## config.mk

```make
export PLATFORM = sky130hd
export DESIGN_NAME = tmr_word_store
export DESIGN_NICKNAME = d
export VERILOG_FILES = /design/src/rtl/tmr_pkg.sv /design/src/rtl/tmr_copy_bank.sv /design/src/rtl/tmr_vote.sv /design/src/rtl/tmr_ctrl.sv /design/src/rtl/tmr_word_store.sv
export SDC_FILE = /design/constraint.sdc
export NUM_CORES = 1
export LEC_CHECK = 0
export ABC_CLOCK_PERIOD_IN_PS = 6400
export BUFFER_PORTS_ARGS = -buffer_cell sky130_fd_sc_hd__buf_2
export CAP_MARGIN = 20
export CORE_MARGIN = 2
export CORE_UTILIZATION = 48
export CTS_CLUSTER_DIAMETER = 50
export DETAILED_ROUTE_END_ITERATION = 10
export SLEW_MARGIN = 20
export SYNTH_ARGS = -nofsm -noshare
export SYNTH_HDL_FRONTEND = slang
export SYNTH_SLANG_ARGS = --single-unit
```

## constraint.sdc

```tcl
create_clock -name clk -period 6.4 [get_ports clk]
set_input_delay 0.96 -clock clk [delete_from_list [all_inputs] [get_ports clk]]
set_output_delay 0.96 -clock clk [all_outputs]
set_load 0.01 [all_outputs]
```

## src/rtl/tmr_pkg.sv

```systemverilog
package tmr_pkg;
  localparam int NCOPY = 3;
  localparam int SEL_W = 2;

  typedef enum logic {
    ST_IDLE  = 1'b0,
    ST_SCRUB = 1'b1
  } ctrl_state_t;
endpackage

```

## src/rtl/tmr_copy_bank.sv

```systemverilog
module tmr_copy_bank #(
  parameter int ADDR_W = 4,
  parameter int DATA_W = 8
) (
  input  logic              clk,
  input  logic              rst_n,
  input  logic              wr_en,
  input  logic [ADDR_W-1:0] wr_addr,
  input  logic [DATA_W-1:0] wr_data,
  input  logic              flip_en,
  input  logic [ADDR_W-1:0] flip_addr,
  input  logic [DATA_W-1:0] flip_mask,
  input  logic [ADDR_W-1:0] rd_addr,
  output logic [DATA_W-1:0] rd_data
);
  localparam int DEPTH = 1 << ADDR_W;

  logic [DATA_W-1:0] cells [DEPTH];

  // A fault lands on top of whatever is being stored on the same edge.
  always_ff @(posedge clk) begin
    for (int w = 0; w < DEPTH; w++) begin
      if (!rst_n) begin
        cells[w] <= '0;
      end else begin
        cells[w] <= ((wr_en && wr_addr == ADDR_W'(w)) ? wr_data : cells[w])
                  ^ ((flip_en && flip_addr == ADDR_W'(w)) ? flip_mask : '0);
      end
    end
  end

  assign rd_data = cells[rd_addr];
endmodule

```

## src/rtl/tmr_vote.sv

```systemverilog
module tmr_vote #(
  parameter int DATA_W = 8
) (
  input  logic [DATA_W-1:0] copy_a,
  input  logic [DATA_W-1:0] copy_b,
  input  logic [DATA_W-1:0] copy_c,
  output logic [DATA_W-1:0] voted,
  output logic              mismatch
);
  always_comb begin
    voted    = (copy_a & copy_b) | (copy_a & copy_c) | (copy_b & copy_c);
    mismatch = |((copy_a ^ voted) | (copy_b ^ voted) | (copy_c ^ voted));
  end
endmodule

```

## src/rtl/tmr_ctrl.sv

```systemverilog
module tmr_ctrl
  import tmr_pkg::*;
#(
  parameter int ADDR_W = 4,
  parameter int DATA_W = 8
) (
  input  logic              clk,
  input  logic              rst_n,
  input  logic              req_valid,
  output logic              req_ready,
  input  logic              req_write,
  input  logic [ADDR_W-1:0] req_addr,
  input  logic [DATA_W-1:0] req_wdata,
  output logic              rsp_valid,
  input  logic              rsp_ready,
  output logic [DATA_W-1:0] rsp_rdata,
  output logic              rsp_corrected,
  input  logic [DATA_W-1:0] voted,
  input  logic              mismatch,
  output logic [ADDR_W-1:0] rd_addr,
  output logic              wr_en,
  output logic [ADDR_W-1:0] wr_addr,
  output logic [DATA_W-1:0] wr_data
);
  ctrl_state_t       st;
  logic [ADDR_W-1:0] scrub_addr;
  logic [DATA_W-1:0] scrub_data;
  logic              accept;

  assign req_ready = (st == ST_IDLE) && (!rsp_valid || rsp_ready);
  assign accept    = req_valid && req_ready;
  assign rd_addr   = req_addr;

  always_comb begin
    wr_en   = 1'b0;
    wr_addr = req_addr;
    wr_data = req_wdata;
    if (st == ST_SCRUB) begin
      wr_en   = 1'b1;
      wr_addr = scrub_addr;
      wr_data = scrub_data;
    end else if (accept && req_write) begin
      wr_en = 1'b1;
    end
  end

  always_ff @(posedge clk) begin
    if (!rst_n) begin
      st            <= ST_IDLE;
      scrub_addr    <= '0;
      scrub_data    <= '0;
      rsp_valid     <= 1'b0;
      rsp_rdata     <= '0;
      rsp_corrected <= 1'b0;
    end else begin
      if (rsp_valid && rsp_ready) rsp_valid <= 1'b0;
      if (st == ST_SCRUB) begin
        st            <= ST_IDLE;
        rsp_valid     <= 1'b1;
        rsp_rdata     <= scrub_data;
        rsp_corrected <= 1'b1;
      end else if (accept) begin
        if (req_write) begin
          rsp_valid     <= 1'b1;
          rsp_rdata     <= req_wdata;
          rsp_corrected <= 1'b0;
        end else if (mismatch) begin
          st         <= ST_SCRUB;
          scrub_addr <= req_addr;
          scrub_data <= voted;
        end else begin
          rsp_valid     <= 1'b1;
          rsp_rdata     <= voted;
          rsp_corrected <= 1'b0;
        end
      end
    end
  end
endmodule

```

## src/rtl/tmr_word_store.sv

```systemverilog
module tmr_word_store
  import tmr_pkg::*;
#(
  parameter int ADDR_W = 4,
  parameter int DATA_W = 8
) (
  input  logic              clk,
  input  logic              rst_n,
  input  logic              req_valid,
  output logic              req_ready,
  input  logic              req_write,
  input  logic [ADDR_W-1:0] req_addr,
  input  logic [DATA_W-1:0] req_wdata,
  output logic              rsp_valid,
  input  logic              rsp_ready,
  output logic [DATA_W-1:0] rsp_rdata,
  output logic              rsp_corrected,
  input  logic              inj_en,
  input  logic [SEL_W-1:0]  inj_copy,
  input  logic [ADDR_W-1:0] inj_addr,
  input  logic [DATA_W-1:0] inj_mask
);
  logic [DATA_W-1:0] copy_q [NCOPY];
  logic [DATA_W-1:0] vote_word;
  logic              vote_miss;
  logic [ADDR_W-1:0] rd_addr;
  logic              wr_en;
  logic [ADDR_W-1:0] wr_addr;
  logic [DATA_W-1:0] wr_data;

  for (genvar c = 0; c < NCOPY; c++) begin : g_copy
    tmr_copy_bank #(.ADDR_W(ADDR_W), .DATA_W(DATA_W)) u_bank (
      .clk      (clk),
      .rst_n    (rst_n),
      .wr_en    (wr_en),
      .wr_addr  (wr_addr),
      .wr_data  (wr_data),
      .flip_en  (inj_en && inj_copy == SEL_W'(c)),
      .flip_addr(inj_addr),
      .flip_mask(inj_mask),
      .rd_addr  (rd_addr),
      .rd_data  (copy_q[c])
    );
  end

  tmr_vote #(.DATA_W(DATA_W)) u_vote (
    .copy_a  (copy_q[0]),
    .copy_b  (copy_q[1]),
    .copy_c  (copy_q[2]),
    .voted   (vote_word),
    .mismatch(vote_miss)
  );

  tmr_ctrl #(.ADDR_W(ADDR_W), .DATA_W(DATA_W)) u_ctrl (
    .clk          (clk),
    .rst_n        (rst_n),
    .req_valid    (req_valid),
    .req_ready    (req_ready),
    .req_write    (req_write),
    .req_addr     (req_addr),
    .req_wdata    (req_wdata),
    .rsp_valid    (rsp_valid),
    .rsp_ready    (rsp_ready),
    .rsp_rdata    (rsp_rdata),
    .rsp_corrected(rsp_corrected),
    .voted        (vote_word),
    .mismatch     (vote_miss),
    .rd_addr      (rd_addr),
    .wr_en        (wr_en),
    .wr_addr      (wr_addr),
    .wr_data      (wr_data)
  );
endmodule

```

======== Word level (Yosys, flattened, before mapping) ========
Memories as Yosys holds them, arrays and structs flattened.
Cells that the tools add are included.
storage, ports and cells
  register bits ........................... 23
  bits in latches ......................... 0
  bits in writable memories ............... 384
  ROM bits ................................ 0
  bits of input ports ..................... 32
  output and inout port bits .............. 11
  logic and storage cells ................. 397
  memories ................................ 3
cells by class
  add/sub/neg operators ................... 0
  $mul .................................... 0
  divide/modulo/power cells ............... 0
  magnitude comparators ................... 0
  equality and inequality tests ........... 33
  shifts and indexed selects .............. 0
  muxes and demuxes ....................... 164
  bitwise gates (word level) .............. 110
  reductions and logical operators ........ 81
memories
  name                    words  bits a word  read ports  clocked after memory_dff  wr ports  line                 text
  g_copy[0].u_bank.cells  16     8            17          0                         16        tmr_copy_bank.sv:18  logic [DATA_W-1:0] cells [DEPTH];
  g_copy[1].u_bank.cells  16     8            17          0                         16        tmr_copy_bank.sv:18
  g_copy[2].u_bank.cells  16     8            17          0                         16        tmr_copy_bank.sv:18
operators by type and width
  kind                                                             number
  8-bit 2-to-1 mux                                                 149
  8-bit bitwise XOR                                                51
  1-bit logical AND                                                71
  4-bit == test, second input constant                             16
  1-bit OR                                                         48
  4-bit by 3-bit == test with 1-bit output, second input constant  8
  8-bit OR                                                         4
  8-bit AND                                                        3
  4-bit by 2-bit == test with 1-bit output, second input constant  4
  1-bit 2-to-1 mux                                                 14
  4-bit by 1-bit == test with 1-bit output, second input constant  2
  4-bit logical NOT                                                2
  8-bit OR reduction                                               1
  4-bit 2-to-1 mux                                                 1
  1-bit NOT                                                        4
  4-bit AND reduction                                              1
  4-bit OR reduction                                               1
  3-bit != test, second input constant                             1
  2-bit by 1-bit == test with 1-bit output, second input constant  1
  2-bit == test, second input constant                             1
  2-bit logical NOT                                                1
  2-bit AND reduction                                              1
  2-bit nonzero test                                               1
  1-bit logical NOT                                                1
  1-bit logical OR                                                 1

======== Longest topological paths before layout ========
An unclocked memory read counts as a cell.
  word-level depth ........................ 12
  depth in mapped cells ................... 17
  depth with buffers taken out ............ 12

======== By module ========
From an unflattened synthesis, not the netlist that was laid out.
unflattened totals
  cells, all modules ...................... 3,505
  area, all modules ....................... 27,129.8 um^2
by module, submodules not included
  module                             times used  cells an instance  area an instance (um^2)  sequential area each (um^2)
  tmr_copy_bank at g_copy[1].u_bank  1           1,109              8,520.7                  2,562.5
  tmr_copy_bank at g_copy[2].u_bank  1           1,108              8,501.9                  2,562.5
  tmr_copy_bank at g_copy[0].u_bank  1           1,107              8,440.6                  2,562.5
  tmr_ctrl                           1           147                1,411.4                  460.4
  tmr_vote                           1           31                 225.2                    0.0
  tmr_word_store                     1           3                  30.0                     0.0

======== Worst setup path before layout ========
Ideal clock, no wire load.
  kind .................................... input to register
  from .................................... in req_addr[0]
  to ...................................... reg u_ctrl.scrub_data[0]
  setup time .............................. 116 ps
  arrival time ............................ 4,700 ps
  data required time ...................... 6,284 ps
  path slack .............................. 1,583 ps
  stages on the path ...................... 17
  path buffers ............................ 5
  cell sequence ........................... buf_6 -> buf_12 -> buf_6 -> buf_2 -> mux4_2 -> a22o_1 -> nor2_1 -> inv_1 -> ha_1 -> or4_1 -> nor2_1 -> o2111ai_1 -> or4_4 -> o41ai_4 -> nor2_2 -> buf_6 -> o211a_1
between the ends
  longest elaborated chain between the ends .. 9
  elaborated cells between the ends (all ways) .. 15
  classes of those cells .................. bitwise: 10; reduce/logical: 2; memory: 3
ends and longest elaborated chain
  what                                  line                  text
  from (decl)                           tmr_word_store.sv:12  input logic [ADDR_W-1:0] req_addr,
  memory 16 x 8 bit                     n/a
  8-bit AND                             tmr_vote.sv:11        voted = (copy_a & copy_b) | (copy_a & copy_c) | (copy_b & copy_c);
  8-bit OR (2 in series)                tmr_vote.sv:11
  8-bit bitwise XOR                     tmr_vote.sv:12        mismatch = |((copy_a ^ voted) | (copy_b ^ voted) | (copy_c ^ voted));
  8-bit OR (2 in series)                tmr_vote.sv:12
  8-bit OR reduction                    tmr_vote.sv:12
  4-bit AND reduction (no source line)  n/a
  to (signal assigned)                  tmr_ctrl.sv:70        scrub_data <= voted;
  to (decl)                             tmr_ctrl.sv:27        logic [DATA_W-1:0] scrub_data;
Parallel ways exist; a longest one is shown, timed or not.
A chain may end at the register's enable or synchronous reset.

======== Worst setup path in the final report ========
  from .................................... in req_addr[0]
  to ...................................... reg u_ctrl.scrub_data[2]
The elaborated chain is that of the path after synthesis.

==> flow_results.org <==
** Status
- The flow ran to the end, and the final reports show no timing, DRC or antenna violations.

** Timing
- The number of hold violations in the final report was 0.
- For this run, the top clock speed supported by timing is 199 MHz.
- Clock skew on the completed layout was measured at 0.0175 ns.
- Setup slack closes at 1.37 ns.
- Total negative slack :: 0 ns
- Measured against its own limit, the worst slew margin works out to 19.2%.
- The clock period could shrink to 5.03 ns.
- Count of pins over their slew limit :: 0
- At the pin with the least slew margin, the transition time is 1.21 ns.
- Setup repair after global routing missed its margin :: false
- Tcrit/Tclk final :: 78.6%
- Setup violations remaining at the end of the flow were counted as 0.

** Final layout
- Area added between synthesis and finish :: 9.96%
- Most common library cell in the layout ignoring fill and taps :: sky130_fd_sc_hd__nand2_1
- Post-route insts no fill :: 3322
- Counting the fill cells in the layout gives 4464.
- Commonest cells after routing, fill and taps aside :: sky130_fd_sc_hd__nand2_1 (535), sky130_fd_sc_hd__dfxtp_1 (407), sky130_fd_sc_hd__and2_1 (391)
- After the last flow step, the layout net total stands at 2700.
- In the final layout, the share of cells above drive strength 1 is 10.3%.

** Routing
- The first TritonRoute pass finished after 6 iterations.
- DRC violations left :: 0
- Total detailed-routing wirelength :: 83100 um
- Once detail routing completed, the nets flagged for antenna violations numbered 0.
- After detailed routing, the average wire length per cell comes to 25.0 um.
- Vias :: 19774
- Dividing the detail-routed via count by the number of cells gives 5.95.
- Iter 0 DRT Violations :: 2312

** GRT
- First-pass GRT wire length :: 122000 um
- Tot GR Track Use :: 32.6%
- Number of antenna violations at the first check in global routing :: 3
- Via count of the first global-routing pass :: 18646
- Remaining global-route overflow :: 0
- Entering global routing, the biggest net connects 223 pins.

** Synthesis
- Share of synthesized area occupied by flip-flops and latches :: 34.6%
- Post-synthesis share of cell area spent on and, or, nand and nor gates :: 22.3%
- Cell Area, Synth :: 23600 sq um
- Mux share of post-synthesis cell area :: 14.6%
- Syn_nets :: 2763
- Share of synthesized registers carrying an async set or reset :: 0%
- After synthesis, the largest family of logic cells by area is simple AND/OR/NAND/NOR gates.
- Post-Syn Instances :: 2723
- Number of warnings issued by yosys :: 0
- Number of synthesized flops with an enable pin :: 0
- Most common flop cell mapped by yosys :: sky130_fd_sc_hd__dfxtp_1
- Of the total synthesized cell area, the portion taken by XOR and XNOR cells is 14.3%.
- Synth Area in Compound Gates :: 9.89%
- Adder and majority gate portion of the synthesized area :: 0.425%
- Synthesized flop and latch total :: 407
- Number of different library cells in the post-synthesis netlist :: 65
- After synthesis, the mean cell area works out to 8.65 sq um.

** Placed design
- Post-detail-place hpwl :: 56400 um
- Gpl congestion :: 0.970
- OpenSTA, run right after detailed placement, puts the worst setup slack at 0.763 ns.
- Counting tap cells, the placed design contains a total of 3224 instances.
- Port-buffer cells :: 42

** Min path
- The min-delay analysis places its worst path in the category reg -> reg.

** Floorplan
- Std-Cell Core Area :: 48600 sq um
- From bottom edge to top edge, the die measures 226 um.
- Floorplan die width :: 226 um
- The initial utilization of the core area, before any placement, comes to 48.4%.
- Floorplan die area :: 50900 sq um
- IO Pins :: 43
- Number of standard-cell rows in the floorplan :: 81

** Critical path
- At the worst endpoint, the arrival time is 5.54 ns.
- The critical path starts at req_addr[0].
- Startpoint-to-endpoint class of the critical path :: in -> reg
- Cell depth of the worst flop-to-flop path :: 11
- Worst Setup End Kind :: flop
- Startpoint class of the critical path :: input pin
- Launch instance of the worst register-to-register path :: g_copy[0].u_bank.cells[7][4]
- FF-to-FF End :: u_ctrl.scrub_data[2]
- Required time worst endpoint :: 6.91 ns
- Slack of the worst reg-to-reg path :: 2.23 ns
- Along the worst path, the maximum fanout reaches 76.
- Crit path capture :: u_ctrl.scrub_data[2]

** Power and ir drop
- VDD sags by at most 0.202 mV.
- Leakage power of the design :: 9.65 nW
- The completed layout was analyzed and its total power is 0.00635 W.
- Power density over the cells :: 245 nW/um^2

** Clocking
- The longest clock path from root to sink contains 3 buffers.
- The H-tree was split into 2 levels.
- After clock tree synthesis, the clock-pin slew on the worst setup and hold paths is 0.06 ns.
- The later pin in the worst-skew pair is clocked with a latency of 0.61 ns.
- Buffers inserted during clock tree synthesis total 55.
- Post-CTS repair timing setup buffer count :: 0
- TritonCTS clock tree :: built
- Clock root buffer :: sky130_fd_sc_hd__clkbuf_16
- Post-cts resize count :: 0
- The clock drives 407 sinks.
- Count of hold-fix buffers inserted at cts :: 0

** Flow run
- The tool flagged a number of max-cap violations equal to 0.
==> how the worst min path moves through the flow <==
stage / from / to / slack, ns / cells after the start
after detailed placement: u_ctrl.scrub_data[5] / u_ctrl.scrub_data[5] / 0.45 / 2
after CTS: u_ctrl.scrub_data[5] / u_ctrl.scrub_data[5] / 0.45 / 2
after global routing: u_ctrl.scrub_data[5] / u_ctrl.scrub_data[5] / 0.49 / 2
after global placement: u_ctrl.rsp_rdata[0] / u_ctrl.rsp_rdata[0] / 0.44 / 2
after floorplan: u_ctrl.scrub_data[5] / u_ctrl.scrub_data[5] / 0.43 / 2
final: u_ctrl.scrub_data[5] / u_ctrl.scrub_data[5] / 0.46 / 2
==> flip-flops by register name, summed over array words and instances, names as in the netlist <==
register              count
u_ctrl.rsp_valid          1
g_copy.u_bank.cells     384
u_ctrl.rsp_corrected      1
u_ctrl.rsp_rdata          8
u_ctrl.scrub_addr         4
u_ctrl.scrub_data         8
u_ctrl.st                 1
==> cells in the mapped netlist, types with 5 or more instances <==
library cell	instances	area share, %
sky130_fd_sc_hd__a22oi_1	23	0.73
sky130_fd_sc_hd__nor2_1	73	1.2
sky130_fd_sc_hd__nor2b_1	14	0.37
sky130_fd_sc_hd__buf_4	5	0.16
sky130_fd_sc_hd__a21boi_0	6	0.19
sky130_fd_sc_hd__nor3_1	15	0.32
sky130_fd_sc_hd__clkbuf_1	164	2.6
sky130_fd_sc_hd__dfxtp_1	407	35
sky130_fd_sc_hd__inv_1	17	0.27
sky130_fd_sc_hd__a211oi_1	8	0.25
sky130_fd_sc_hd__mux2_2	9	0.43
sky130_fd_sc_hd__buf_1	5	0.080
sky130_fd_sc_hd__o21ai_0	302	6.4
sky130_fd_sc_hd__o211a_1	7	0.30
sky130_fd_sc_hd__or3_1	8	0.21
sky130_fd_sc_hd__mux4_1	19	2.1
sky130_fd_sc_hd__a22o_1	9	0.33
sky130_fd_sc_hd__ha_1	8	0.42
sky130_fd_sc_hd__mux4_2	72	6.9
sky130_fd_sc_hd__and3_1	5	0.13
sky130_fd_sc_hd__nand3_1	13	0.28
sky130_fd_sc_hd__mux2i_1	121	5.1
sky130_fd_sc_hd__buf_2	12	0.25
sky130_fd_sc_hd__buf_6	9	0.43
sky130_fd_sc_hd__a21oi_1	19	0.40
sky130_fd_sc_hd__xor2_1	384	14
sky130_fd_sc_hd__and2_1	391	10
sky130_fd_sc_hd__nand2_1	535	8.5
==> critical path, stage by stage <==
cell and delay, ns:
sky130_fd_sc_hd__buf_6 0.72, sky130_fd_sc_hd__buf_4 0.42, sky130_fd_sc_hd__mux4_2 0.55, sky130_fd_sc_hd__a22oi_1 0.20, sky130_fd_sc_hd__nand2_1 0.12, sky130_fd_sc_hd__ha_1 0.32, sky130_fd_sc_hd__or4_1 0.46, sky130_fd_sc_hd__nor2_1 0.10
sky130_fd_sc_hd__o2111ai_1 0.12, sky130_fd_sc_hd__or4_4 0.49, sky130_fd_sc_hd__o41ai_4 0.50, sky130_fd_sc_hd__nor2_2 0.24, sky130_fd_sc_hd__o211a_1 0.26
==> stage by stage <==
stage | utilization, % | hold WS (ns) | instance area (sq um)
6_report | 53.2 | 0.456 | 25900
5_1_grt | 53.2 | 0.488 | 25900
4_1_cts | 53.1 | 0.455 | 25900
3_5_place_dp | 49.5 | 0.448 | 24100
3_3_place_gp | 49.5 | 0.443 | 24100
2_1_floorplan | - | 0.430 | 23600
==> power by group <==
group / leakage (nW) / switching [W] / internal (W) / total [W]
combinational: 5.47 / 0.000410 / 0.000214 / 0.000624
sequential: 3.29 / 0.0000551 / 0.00260 / 0.00266
clock: 0.885 / 0.00122 / 0.00186 / 0.00308
==> routing by layer <==
layer | track usage (%) | wire length [um]
met1 | 44.6 | 35700
met2 | 49.6 | 36300
met4 | 14.3 | 3710
met5 | 0 | 0
met3 | 6.81 | 7350
==> logic make-up (layout without fill, tap and decap cells) <==
family          Yosys count  count (layout)
compound gates          407             407
xor+xnor                384             384
fa+ha+maj                 8               8
flops                   407             407
mux                     221             221
simple gates           1080            1080
buf+inv                 216             192
other cells               0               1
==> layout make-up <==
class,count,area [sq um],area share (%)
Sequential cell,407,8150,31.5
Clock inverter,24,285,1.10
Timing Repair Buffer,77,538,2.08
Inverter,19,71.3,0.275
Antenna cell,1,2.50,0.00966
Clock buffer,72,1510,5.83
Tap cell,622,778,3.00
Multi-Input combinational cell,2100,14600,56.2
Power figures use the tool's default switching activity.
